File: src/rtl/gtimer16.sv
module gtimer16 #(
  parameter int CW = 16
) (
  input  logic          clk,
  input  logic          rst_n,
  input  logic          wr_en,
  input  logic [1:0]    wr_addr,
  input  logic [CW-1:0] wr_data,
  input  logic [1:0]    rd_addr,
  output logic [CW-1:0] rd_data,
  input  logic          ext_clk,
  input  logic          gate_in,
  input  logic          idle_req,
  input  logic          pair32,
  output logic          irq_flag
);
  localparam int PW = 8;

  logic          run_en, sidl, gate_en, src_ext;
  logic [1:0]    psel;
  logic [CW-1:0] cnt_q, per_q;
  logic [PW-1:0] pre_q, pre_lim;
  logic          phase_q, flag_q;
  logic [2:0]    ext_s, gate_s;

  wire wr_ctrl = wr_en && wr_addr == 2'd0;
  wire wr_cnt  = wr_en && wr_addr == 2'd1;
  wire wr_per  = wr_en && wr_addr == 2'd2;
  wire wr_clr  = wr_en && wr_addr == 2'd3;

  wire gmode     = gate_en & ~src_ext;
  wire active    = run_en & ~pair32;
  wire running   = active & ~(sidl & idle_req);
  wire ext_rise  = ext_s[1] & ~ext_s[2];
  wire gate_lvl  = gate_s[1];
  wire gate_fall = gate_s[2] & ~gate_s[1];
  wire src_tick  = src_ext ? ext_rise : phase_q;
  wire raw_tick  = running & src_tick & (~gmode | gate_lvl);
  wire pre_hit   = raw_tick && pre_q == pre_lim;
  wire match     = pre_hit & ~gmode & (cnt_q == per_q);
  wire gate_irq  = gmode & active & gate_fall;

  always_comb begin
    case (psel)
      2'd0:    pre_lim = 8'd0;
      2'd1:    pre_lim = 8'd7;
      2'd2:    pre_lim = 8'd63;
      default: pre_lim = 8'd255;
    endcase
  end

  always_comb begin
    case (rd_addr)
      2'd0:    rd_data = {run_en, 1'b0, sidl, 6'b0, gate_en, psel, 2'b0, src_ext, 1'b0};
      2'd1:    rd_data = cnt_q;
      2'd2:    rd_data = per_q;
      default: rd_data = {{(CW-1){1'b0}}, flag_q};
    endcase
  end

  assign irq_flag = flag_q;

  always_ff @(posedge clk) begin
    if (!rst_n) begin
      {run_en, sidl, gate_en, psel, src_ext} <= '0;
      phase_q <= 1'b0;
      ext_s   <= '0;
      gate_s  <= '0;
    end else begin
      phase_q <= ~phase_q;
      ext_s   <= {ext_s[1:0], ext_clk};
      gate_s  <= {gate_s[1:0], gate_in};
      if (wr_ctrl) begin
        run_en  <= wr_data[15];
        sidl    <= wr_data[13];
        gate_en <= wr_data[6];
        psel    <= wr_data[5:4];
        src_ext <= wr_data[1];
      end
    end
  end

  always_ff @(posedge clk) begin
    if (!rst_n)                 pre_q <= '0;
    else if (wr_ctrl || !run_en) pre_q <= '0;
    else if (pre_hit)           pre_q <= '0;
    else if (raw_tick)          pre_q <= pre_q + 1'b1;
  end

  always_ff @(posedge clk) begin
    if (!rst_n) begin
      cnt_q  <= '0;
      per_q  <= '1;
      flag_q <= 1'b0;
    end else begin
      if (wr_cnt)       cnt_q <= wr_data;
      else if (pre_hit) cnt_q <= match ? '0 : cnt_q + 1'b1;
      if (wr_per) per_q <= wr_data;
      if (match || gate_irq) flag_q <= 1'b1;
      else if (wr_clr)       flag_q <= 1'b0;
    end
  end
endmodule


File: config.mk
export PLATFORM = sky130hd
export DESIGN_NAME = gtimer16
export DESIGN_NICKNAME = d
export VERILOG_FILES = /design/src/rtl/gtimer16.sv
export SDC_FILE = /design/constraint.sdc
export NUM_CORES = 1
export LEC_CHECK = 0
export ABC_AREA = 1
export BUFFER_PORTS_ARGS = -buffer_cell sky130_fd_sc_hd__buf_2
export CORE_MARGIN = 3
export CORE_UTILIZATION = 42
export DETAILED_ROUTE_END_ITERATION = 12
export SYNTH_ARGS = -nofsm -noshare
export SYNTH_HDL_FRONTEND = slang
export SYNTH_SLANG_ARGS = --single-unit
File: constraint.sdc
create_clock -name clk -period 1.8 [get_ports clk]
set_input_delay 0.27 -clock clk [delete_from_list [all_inputs] [get_ports clk]]
set_output_delay 0.27 -clock clk [all_outputs]
set_load 0.02 [all_outputs]
* Word-level counts from Yosys, hierarchy flattened *
Index checks and enable logic that the tools add are counted.

cells by class
  add/subtract/negate cells = 2
  equal/unequal tests = 9
  mux-type cells = 8
  bitwise logic cells = 21
  reductions and logical operators = 14

operator list
  kind                                                 number
  two-way mux 16 bit                                   3
  case mux 16 bit (3 select lines)                     1
  case mux 8 bit (3 select lines)                      1
  adder 16 x 1 -> 16 bit, second input constant        1
  equality test 16 bit                                 1
  AND 1 bit                                            12
  adder 8 x 1 -> 8 bit, second input constant          1
  equality test 2 bit, second input constant           4
  equality test 8 bit                                  1
  NOT 1 bit                                            8
  equality test 2 x 1 -> 1 bit, second input constant  3
  logical NOT 2 bit                                    3
  logical AND 1 bit                                    5
  nonzero test 2 bit                                   2
  two-way mux 1 bit                                    3
  OR reduction 3 bit                                   1
  logical OR 1 bit                                     2
  logical NOT 1 bit                                    1
  OR 1 bit                                             1

word-level totals
  flip-flop bits (word level) = 54

* Longest topological paths before layout *
Gate-level depths: netlist of the first run.

  depth in word-level cells = 11
  depth in mapped cells = 13

* Least setup slack after synthesis of the first run *
No wires, ideal clock.

  path type = flip-flop to flip-flop
  from = reg psel[1]
  to = reg cnt_q[8]
  setup time = 128 ps
  data arrival time = 1,334 ps
  required time = 1,672 ps
  setup slack = 338 ps
  cell stages (with the launch flop) = 13
  path buffers = 2
  period minus slack after synthesis = 1,462 ps
  path through = dfxtp_1 -> buf_6 -> nor2_2 -> nand3_1 -> nand2_1 -> inv_1 -> nor2_2 -> nand2_4 -> buf_12 -> nand3_2 -> nand2_1 -> a21oi_1 -> nor2_1

between the ends
  word-level cells in the longest chain between the ends = 9
  elaborated cells on any way between the ends = 12
  classes of those cells = eq/ne (3); mux (4); bitwise (2); reduce/logical (3)

RTL lines
  item                                               RTL line  source
  from (decl)                                        20        logic [1:0] psel;
  from (signal assigned)                             77        psel <= wr_data[5:4];
  equality test 2 bit, or another cell as far along  44        case (psel)
  case mux 8 bit (3 select lines) (*)                44
  equality test 8 bit (*)                            39        wire pre_hit = raw_tick && pre_q == pre_lim;
  logical AND 1 bit (*)                              39
  AND 1 bit (2 in a row)                             40        wire match = pre_hit & ~gmode & (cnt_q == per_q);
  two-way mux 16 bit (2 in a row)                    97        else if (pre_hit) cnt_q <= match ? '0 : cnt_q + 1'b1;
  two-way mux 16 bit                                 96        if (wr_cnt) cnt_q <= wr_data;
  to (signal assigned)                               96
  to (signal assigned)                               97
  to (decl)                                          21        logic [CW-1:0] cnt_q, per_q;

Every way passes the cells marked *; elsewhere a longest branch is shown, timed or not. The select of a mux whose other input is x is not followed.
A chain may end at the register's enable or synchronous reset.

* Final worst setup path of the first run *
  from = reg pre_q[6]
  to = reg cnt_q[12]

between the ends
  word-level cells in the longest chain between the ends = 7
  elaborated cells on any way between the ends = 8
  classes of those cells = eq/ne (1); mux (3); bitwise (2); reduce/logical (2)

RTL lines
  item                             RTL line  source
  from (decl)                      22        logic [PW-1:0] pre_q, pre_lim;
  from (signal assigned)           87        else if (raw_tick) pre_q <= pre_q + 1'b1;
  equality test 8 bit (*)          39
  logical AND 1 bit (*)            39
  AND 1 bit (2 in a row)           40
  two-way mux 16 bit (2 in a row)  97
  two-way mux 16 bit               96

Marks and branches as above.

==> results of run 1 <==
[worst max-delay path: cells and delay by family, from the launching register on]
kind | cells | cell delay (ns)
compound gates | 2 | 0.31
flops | 1 | 0.45
simple gates | 6 | 0.84
[worst min-delay path by stage]
stage,cells after the start,slack (ns),end
final,3,0.13,gate_s[0]
after global routing,3,0.13,gate_s[0]
after CTS,3,0.13,gate_s[0]
after detailed placement,2,0.40,ext_s[1]
after global placement,2,0.39,ext_s[1]
after floorplan,2,0.37,ext_s[0]
[flip-flops by register name, summed over array words and instances, names as in the netlist]
| register | cells |
|---|---|
| cnt_q | 16 |
| per_q | 16 |
| pre_q | 8 |
| ext_s | 3 |
| gate_s | 3 |
| psel | 2 |
| gate_en | 1 |
| irq_flag | 1 |
| phase_q | 1 |
| run_en | 1 |
| sidl | 1 |
| src_ext | 1 |
[synth_stat cells]
library cell,count,area (sq um)
nand4_1,6,37.5
xor2_1,10,87.6
ha_1,2,25.0
nand2_2,1,6.26
o21ai_1,2,10.0
nand2_4,1,11.3
buf_6,3,33.8
nor3b_1,1,7.51
o21ai_0,14,70.1
o22ai_1,8,50.1
inv_2,5,18.8
inv_4,1,6.26
nand3_2,4,40.0
nor2_1,53,199
clkbuf_1,9,33.8
or2_0,1,6.26
nor3_1,5,25.0
nand2_1,163,612
nor3_4,1,16.3
buf_12,1,20.0
o221ai_1,6,52.6
nand3_1,38,190
clkinv_1,1,3.75
a21oi_1,24,120
nor2_2,7,43.8
nor2_8,1,20.0
buf_2,2,10.0
xnor2_1,3,26.3
o211ai_1,15,113
nand3b_1,4,30.0
dfxtp_1,54,1080
inv_1,73,274
[per-layer routing]
metal / up-vias / share of wire / GRT usage
met5: - / 0 / 0
met4: 0 / 0.017 / 0.0674
met3: 15 / 0.059 / 0.0327
met2: 116 / 0.46 / 0.366
met1: 1578 / 0.47 / 0.290
li1: 1760 / - / -
[final cells by class]
class                   count  area [sq um]
clock buffers               6          72.6
clock inverters             2          37.5
fillers                   800          3540
inverters                  80           303
multi-input cells         372          1850
flip-flops and latches     54          1090
well taps                  99           124
repair buffers             64           398
[power by group through the flow]
stage	Combinational, mW	Sequential, mW	Clock, mW
floorplan	0.243	1.29	0
finish	0.392	1.28	0.828
detailed placement	0.383	1.30	0
CTS	0.385	1.28	0.843
global route	0.440	1.28	0.900
global placement	0.379	1.30	0
[cells by family after synthesis]
family	count (synthesis)	synth area share
buf+inv	95	0.122
xor+xnor	13	0.0347
compound gates	69	0.127
fa+ha+maj	2	0.00763
flops	54	0.330
simple gates	286	0.379
[stage by stage]
step / instance area, sq um / worst slack, ns / std cells / total power [mW] / hold WS, ns
final: 3870 / 0.138 / 677 / 2.50 / 0.135
after floorplan: 3280 / 0.338 / 519 / 1.54 / 0.368
after global routing: 3870 / 0.00332 / 677 / 2.62 / 0.130
after detailed placement: 3690 / 0.0959 / 665 / 1.69 / 0.404
after global placement: 3690 / 0.168 / 665 / 1.68 / 0.392
after CTS: 3800 / 0.0844 / 673 / 2.50 / 0.133
[timing repair]
action                                  4_1_cts  5_1_grt
endpoints found under the setup margin        0       17
hold buffers                                  0        0
setup buffers                                 0        2
resized for setup                             0       12
==> impl_metrics.csv, run 1 <==
group,metric,value,unit
placed_design,finalWeightedCongestion,0.868,
clock_tree,clkLatencyLatePin,0.32,ns
sta,rsz0062_at_grt,"no",
worst_setup_path,slowest_delay,0.45,ns
power,swShare,0.281,
clock_tree,tritoncts,"built",
synth,syn_avg_cell_area,6.32,sq um
power,power.internal,1.80,mW
worst_setup_path,r2r-start,"pre_q[6]",
power,seqPwrFrac,0.511,
job,cap_violations,0,
synth,synth_nets,548,
worst_setup_path,rrSetupSlack,0.14,ns
global_route,antenna_found_initial,0,
placed_design,hpwl,6840,um
power,power_frac_clock,0.332,
sta,tightestPinTransition,0.318,ns
floorplan,start_util,0.443,
layout,drive_gt1_frac,0.178,
worst_setup_path,endpoint_kind,"register",
routing,viasPerCell,5.12,
worst_setup_path,crit_end,"cnt_q[12]",
power,p_leak,1.79,nW
clock_tree,clockBufferDepth,2,
power,pwr-share-comb,0.157,
worst_setup_path,cp-start-kind,"register",
placed_design,port_buffers,43,
clock_tree,cts_buffers,5,
floorplan,die_w,94.4,um
sta,min_period,1.66,ns
sta,post-route-period-util,0.923,
worst_setup_path,critPathSlowestCell,"dfxtp_1",
worst_setup_path,cp.required,2.04,ns
synth,ys_seq_elements,54,
floorplan,die_area,8910,sq um
layout,final_core_util,0.523,
layout,final_cell_mix,"nand2_1 (163), inv_1 (72), nor2_1 (51)",
routing,dr.pass1.iters,5,
worst_setup_path,cp_cell_sequence,"nand2_1, o21ai_1, nand2_1, nor2_4, nand2_8, nor2_4, nand3b_1, a21oi_1",
floorplan,core_area,7410,sq um
global_route,grt_max_degree,32,
routing,wl_per_cell,13.9,um
global_route,grt_pass1_vias,3215,
layout,final_nets,606,
power,peakVddDrop,0.350,mV
layout,syn_to_final_growth,18.0,%
worst_setup_path,arrival,1.91,ns
sta,maxSlewViolCount,0,
synth,synthCells,519,
min_path,min_path_type,"in2reg",
worst_setup_path,crit_fanout,9,
floorplan,top_level_ports,44,
worst_setup_path,crit_start,"pre_q[6]",
clock_tree,cts-root-buf,"clkbuf_8",
layout,diodes,0,
outcome,outcome,"finished, final reports clean",
sta,slew_headroom,0.788,
floorplan,fp-row-count,31,
clock_tree,htreeDepth,2,
clock_tree,path_clk_slew,0.10,ns
synth,netlist_area,3280,sq um
synth,synth_cell_types,32,
power,switchingPower,0.701,mW
global_route,grt_use_total,0.219,
worst_setup_path,r2r_cells,8,
routing,drt_iter0_drc,222,
routing,vias,3469,
sta,fmax,0.602,GHz
synth,ys_warn_count,0,
clock_tree,numClockSinks,54,
worst_setup_path,crit_type,"reg2reg",
min_path,hold_start,"gate_in",
routing,drtAntennaViolNets,0,
global_route,grt_first_pass_wirelength,15400,um
synth,seq_area_frac_synth,0.330,
sta,finalHoldViolations,0,
floorplan,die_h,94.4,um
global_route,grt_overflow,0,
sta,setup_violations,0,
routing,drc_errors,0,
layout,final_common_cell,"nand2_1",
power,powerDensity,645,nW/um^2
routing,wl,9430,um
sta,tns,0,ns
sta,fin_skew,0.0121,ns
worst_setup_path,r2r_end,"cnt_q[12]",
Note: power is estimated with default switching activity, not from simulation.
==> run 2, diff against run 1 <==
--- a/config.mk
+++ b/config.mk
@@ -5,7 +5,6 @@
 export SDC_FILE = /design/constraint.sdc
 export NUM_CORES = 1
 export LEC_CHECK = 0
-export ABC_AREA = 1
 export BUFFER_PORTS_ARGS = -buffer_cell sky130_fd_sc_hd__buf_2
 export CORE_MARGIN = 3
 export CORE_UTILIZATION = 42
==> impl_metrics.csv, run 2 <==
group,metric,value,unit
power,powerDensity,689,nW/um^2
synth,async_flop_share,0,
worst_setup_path,r2r_end,"cnt_q[11]",
worst_setup_path,slowest_delay,0.48,ns
sta,min_period,1.95,ns
global_route,antenna_found_initial,0,
worst_setup_path,crit_type,"reg2reg",
worst_setup_path,r2r-start,"ext_s[2]",
worst_setup_path,crit_start,"ext_s[2]",
global_route,grt_pass1_vias,2921,
power,seqPwrFrac,0.495,
synth,syn_avg_cell_area,7.71,sq um
sta,finalHoldViolations,0,
synth,seq_area_frac_synth,0.376,
sta,maxSlewViolCount,0,
worst_setup_path,cp.required,2.05,ns
clock_tree,clockBufferDepth,2,
layout,fin_cells,546,
synth,synth.mux.area_fraction,0.0457,
placed_design,port_buffers,43,
sta,tightestPinTransition,0.494,ns
synth,synthTopCellsByArea,"dfxtp_1 (38%), nand2_1 (8.5%), nand3_1 (7.5%), xnor2_1 (5.5%), mux2i_1 (4.2%)",
clock_tree,clkLatencyLatePin,0.32,ns
worst_setup_path,crit_fanout,2,
clock_tree,cts_buffers,5,
synth,yosys.area_share.simple,0.329,
routing,dr.pass1.iters,4,
global_route,grt_overflow,0,
synth,synth_most_common_cell,"nand2_1",
routing,drc_errors,0,
layout,diodes,0,
synth,synth_top_family_by_area,"simple AND/OR/NAND/NOR gates",
clock_tree,htreeDepth,2,
layout,final_common_cell,"buf_4",
worst_setup_path,endpoint_kind,"register",
worst_setup_path,arrival,2.20,ns
global_route,grt_max_degree,31,
clock_tree,tritoncts,"built",
job,cap_violations,0,
layout,syn_to_final_growth,32.6,%
clock_tree,path_clk_slew,0.11,ns
floorplan,core_area,6490,sq um
min_path,hold_start,"ext_clk",
power,power_frac_clock,0.287,
sta,fin_skew,0.00880,ns
power,peakVddDrop,0.313,mV
synth,synth_common_cells,"nand2_1 (65), dfxtp_1 (54), nand3_1 (43), clkbuf_1 (25), o21ai_0 (22)",
power,p_leak,1.64,nW
floorplan,start_util,0.443,
sta,slew_headroom,0.669,
synth,synth-edff-count,0,
worst_setup_path,rrSetupSlack,-0.15,ns
layout,fillers,596,
sta,fmax,0.513,GHz
worst_setup_path,cp-start-kind,"register",
global_route,grt_use_total,0.233,
placed_design,finalWeightedCongestion,0.909,
power,swShare,0.300,
min_path,min_path_type,"in2reg",
layout,drive_gt1_frac,0.292,
synth,synth_adder_area_share,0.00870,
sta,setup_violations,5,
worst_setup_path,critPathSlowestCell,"or4_1",
floorplan,die_area,7880,sq um
synth,ys_warn_count,0,
routing,viasPerCell,5.54,
synth,synth_nets,402,
outcome,violations,"setup timing",
global_route,grt_first_pass_wirelength,14500,um
layout,final_nets,497,
routing,wl,8970,um
layout,top_regs,"cnt_q: 16 flops, per_q: 16 flops, pre_q: 8 flops",
worst_setup_path,r2r_cells,7,
routing,drt_iter0_drc,225,
placed_design,hpwl,6570,um
power,switchingPower,0.789,mW
min_path,hold_depth,2,
floorplan,fp-row-count,29,
clock_tree,numClockSinks,54,
routing,wl_per_cell,16.4,um
floorplan,die_w,88.8,um
layout,final_cell_mix,"buf_4 (69), nand2_1 (65), dfxtp_1 (52)",
routing,vias,3023,
sta,layout_setup_ws,-0.148,ns
synth,synth_top_area_share,0.376,
synth,synth-compound-area-share,0.135,
floorplan,die_h,88.8,um
placed_design,numPlacedInstances,535,
synth,synthXorXnorAreaFrac,0.0670,
synth,synth_cell_types,42,
synth,synthFlopType,"dfxtp_1",
outcome,outcome,"complete, but fails checks",
power,pwr-share-comb,0.217,
clock_tree,cts-root-buf,"clkbuf_8",
synth,yosysTopAreaCell,"dfxtp_1",
routing,drtAntennaViolNets,0,
layout,final_core_util,0.587,
min_path,holdPathEnd,"ext_s[0]",
floorplan,top_level_ports,44,
synth,netlist_area,2880,sq um
worst_setup_path,cp_cell_sequence,"nand2b_4, a221o_1, nor2_4, o2111ai_4, or4_1, a211o_1, a31oi_1",
sta,rsz0062_at_grt,"yes",
power,power.internal,1.84,mW
sta,post-route-period-util,1.08,
synth,synthCells,373,
synth,ys_seq_elements,54,
run 2: cell count changes after synthesis, moves of 14 or more:
| cell | delta |
|---|---|
| inv_1 | -69 |
| and2_1 | +15 |
| nand2_1 | -98 |
| o211ai_1 | -15 |
| nor2_1 | -32 |
| a31oi_1 | +14 |
| clkbuf_1 | +16 |
| xnor2_1 | +15 |
| a21oi_1 | -20 |
run 2: cells by family after synthesis:
logic type | Yosys count
multiplexers | 13
adder cells (fa/ha/maj) | 2
XOR/XNOR | 22
AND/OR/NAND/NOR | 192
flip-flops | 54
AO/OA/AOI/OAI | 60
buffers and inverters | 30
run 2: what timing repair did:
action | CTS | global route
endpoints found under the setup margin | 26 | 25
setup buffers | 0 | 3
hold buffers | 0 | 0
pin swaps | 1 | 2
hold endpoints to repair | 0 | 0
resized for setup | 5 | 12
run 2: worst max path at each step:
| stage | to | slack, ns | depth (start not counted) |
|---|---|---|---|
| CTS | cnt_q[11] | -0.14 | 7 |
| global route | cnt_q[11] | -0.25 | 6 |
| finish | cnt_q[11] | -0.15 | 7 |
| floorplan | cnt_q[11] | -0.13 | 7 |
| detailed placement | cnt_q[12] | -0.20 | 9 |
| global placement | cnt_q[13] | -0.18 | 6 |
run 2: through the flow:
step                area [sq um]  setup TNS, ns  power (mW)  hold slack, ns  worst slack [ns]
floorplan                   2880         -0.133        1.63           0.393            -0.133
global placement            3620          -1.77        1.88           0.399            -0.183
detailed placement          3620          -2.13        1.88           0.418            -0.202
CTS                         3730          -1.06        2.62           0.150            -0.140
global route                3810          -2.22        2.74           0.142            -0.251
finish                      3810         -0.206        2.63           0.150            -0.148
run 2: critical path, delay by kind of cell (launching register included):
kind / cells / cell delay (ns)
compound gates: 4 / 0.84
simple gates: 3 / 0.72
flops: 1 / 0.32
run 2: power by group through the flow:
stage / Sequential [mW] / Clock, mW / Combinational, mW
final: 1.30 / 0.755 / 0.571
after global routing: 1.31 / 0.809 / 0.617
after CTS: 1.30 / 0.759 / 0.560
after detailed placement: 1.33 / 0 / 0.555
after global placement: 1.33 / 0 / 0.554
after floorplan: 1.33 / 0 / 0.304
run 2: metal layers:
metal  global-route usage  share of wire  vias to the layer above
met1                0.326           0.47                     1452
met4               0.0398         0.0097                        0
met3               0.0400          0.047                       11
li1                     -              -                     1495
met2                0.379           0.47                       65
met5                    0              0                        -
run 2: area by class of cell:
| cell class | count | area, sq um | share of cell area |
|---|---|---|---|
| clock inverter | 2 | 17.5 | 0.00459 |
| timing repair buffer | 114 | 764 | 0.200 |
| multi-input combinational | 289 | 1750 | 0.460 |
| sequential | 54 | 1080 | 0.284 |
| clock buffer | 6 | 82.6 | 0.0217 |
| tap | 77 | 96.3 | 0.0253 |
| inverter | 4 | 15.0 | 0.00394 |
==> run 3, diff against run 2 <==
--- a/config.mk
+++ b/config.mk
@@ -6,9 +6,9 @@
 export NUM_CORES = 1
 export LEC_CHECK = 0
 export BUFFER_PORTS_ARGS = -buffer_cell sky130_fd_sc_hd__buf_2
-export CORE_MARGIN = 3
 export CORE_UTILIZATION = 42
 export DETAILED_ROUTE_END_ITERATION = 12
+export SKIP_LAST_GASP = 1
 export SYNTH_ARGS = -nofsm -noshare
 export SYNTH_HDL_FRONTEND = slang
 export SYNTH_SLANG_ARGS = --single-unit
==> impl_metrics.csv, run 3 (synthesis results as in run 2) <==
group,metric,value,unit
outcome,outcome,"complete, but fails checks",
outcome,violations,"setup timing",
sta,min_period,1.96,ns
power,p_leak,1.66,nW
routing,drtAntennaViolNets,0,
clock_tree,numClockSinks,54,
sta,maxSlewViolCount,0,
worst_setup_path,endpoint_kind,"register",
layout,fin_cells,547,
global_route,antenna_found_initial,0,
sta,slew_headroom,0.651,
worst_setup_path,cpLargestDelayFamily,"simple AND/OR/NAND/NOR gates",
sta,layout_setup_ws,-0.159,ns
worst_setup_path,cp.required,2.05,ns
sta,finalHoldViolations,0,
global_route,grt_overflow,0,
power,powerDensity,708,nW/um^2
routing,wl_per_cell,15.8,um
global_route,grt_first_pass_wirelength,14000,um
clock_tree,clockBufferDepth,2,
global_route,grt_pass1_vias,2849,
power,peakVddDrop,0.298,mV
layout,final_common_cell,"buf_4",
placed_design,placed_area,3630,sq um
floorplan,die_w,84.8,um
placed_design,finalWeightedCongestion,0.861,
routing,wl,8630,um
routing,vias,3045,
min_path,hold_start,"ext_clk",
routing,drc_errors,0,
placed_design,numPlacedInstances,537,
sta,rsz0062_at_grt,"yes",
layout,final_cell_mix,"buf_4 (69), nand2_1 (65), dfxtp_1 (46)",
floorplan,top_level_ports,44,
global_route,grt_use_total,0.251,
worst_setup_path,crit_fanout,6,
worst_setup_path,r2r-start,"cnt_q[3]",
clock_tree,path_clk_slew,0.10,ns
clock_tree,tritoncts,"built",
worst_setup_path,cp_cell_sequence,"buf_4, and3_4, nand4_1, buf_4, or4_1, a211o_1, a31oi_1",
worst_setup_path,crit_start,"cnt_q[3]",
layout,stdcell_area,3870,sq um
job,cap_violations,0,
worst_setup_path,path_common_cell,"buf_4",
worst_setup_path,cp-start-kind,"register",
sta,tightestPinTransition,0.523,ns
sta,fmax,0.511,GHz
layout,top_regs,"cnt_q: 16 flops, per_q: 16 flops, pre_q: 8 flops",
routing,dr.pass1.iters,4,
layout,final_nets,498,
placed_design,port_buffers,43,
floorplan,fp-row-count,29,
placed_design,hpwl,6420,um
floorplan,core_area,6490,sq um
routing,viasPerCell,5.57,
min_path,min_path_type,"in2reg",
worst_setup_path,arrival,2.21,ns
sta,setup_violations,6,
floorplan,die_h,84.8,um
floorplan,start_util,0.443,
clock_tree,htreeDepth,2,
global_route,grt_max_degree,31,
sta,post-route-period-util,1.09,
layout,seqCellArea,1090,sq um
clock_tree,clkLatencyLatePin,0.31,ns
clock_tree,cts-root-buf,"clkbuf_8",
clock_tree,cts_buffers,5,
layout,fillers,605,
layout,drive_gt1_frac,0.309,
routing,drt_iter0_drc,182,
layout,multi_input_area,1770,sq um
worst_setup_path,crit_type,"reg2reg",
layout,syn_to_final_growth,34.5,%
layout,final_core_util,0.596,
power,power,2.74,mW
sta,fin_skew,0.00519,ns
floorplan,die_area,7180,sq um
worst_setup_path,critPathSlowestCell,"or4_1",
worst_setup_path,cp_num_buf_inv,2,
worst_setup_path,slowest_delay,0.47,ns
layout,diodes,0,
[run 3: cell count changes in the layout (fill, tap and decap cells not counted), sizes merged]
| cell | change |
|---|---|
| buf | +1 |
| bufinv | +1 |
| clkbuf | -1 |
| clkinv | -1 |
| inv | +1 |
[run 3: layer usage]
layer / global-route usage / share of wire
met5: 0 / 0
met4: 0.120 / 0.044
met3: 0.0374 / 0.047
met2: 0.398 / 0.46
met1: 0.336 / 0.45
[run 3: final timing paths]
| check | endpoint | slack [ns] | cells past startpoint |
|---|---|---|---|
| worst min register to register | phase_q | 0.42 | 1 |
| worst max register to register | cnt_q[11] | -0.16 | 7 |
| worst max-delay path | cnt_q[11] | -0.16 | 7 |
| worst min-delay path | ext_s[0] | 0.16 | 2 |
[run 3: layout make-up]
cell class	instances	share of cell area
clock buffers	5	0.0178
well taps	77	0.0249
flip-flops and latches	54	0.282
multi-input cells	289	0.458
inverters	4	0.00388
repair buffers	115	0.201
clock inverters	3	0.0123
[run 3: metrics by stage]
step / hold WS (ns) / setup TNS, ns / setup slack, ns
3_3_place_gp: 0.406 / -1.47 / -0.191
3_5_place_dp: 0.404 / -1.65 / -0.209
4_1_cts: 0.153 / -0.938 / -0.147
2_1_floorplan: 0.393 / -0.133 / -0.133
5_1_grt: 0.153 / -2.81 / -0.225
6_report: 0.157 / -0.316 / -0.159
[run 3: power by group]
group / switching (mW) / internal [mW]
registers: 0.0507 / 1.26
clock network: 0.432 / 0.422
logic: 0.303 / 0.270
total: 0.786 / 1.95
[run 3: what timing repair did]
item                       CTS  global route
setup endpoints to repair   25            25
resized for setup            3            22
hold buffers                 0             0
buffers inserted             0             2
pin swaps                    1             5
[run 3: worst register-to-register path, cell delays in order (launching register included)]
cell and delay, ns:
dfxtp_2 0.36, buf_4 0.14, and3_4 0.20, nand4_1 0.16, buf_4 0.18, or4_1 0.47, a211o_1 0.27, a31oi_1 0.12
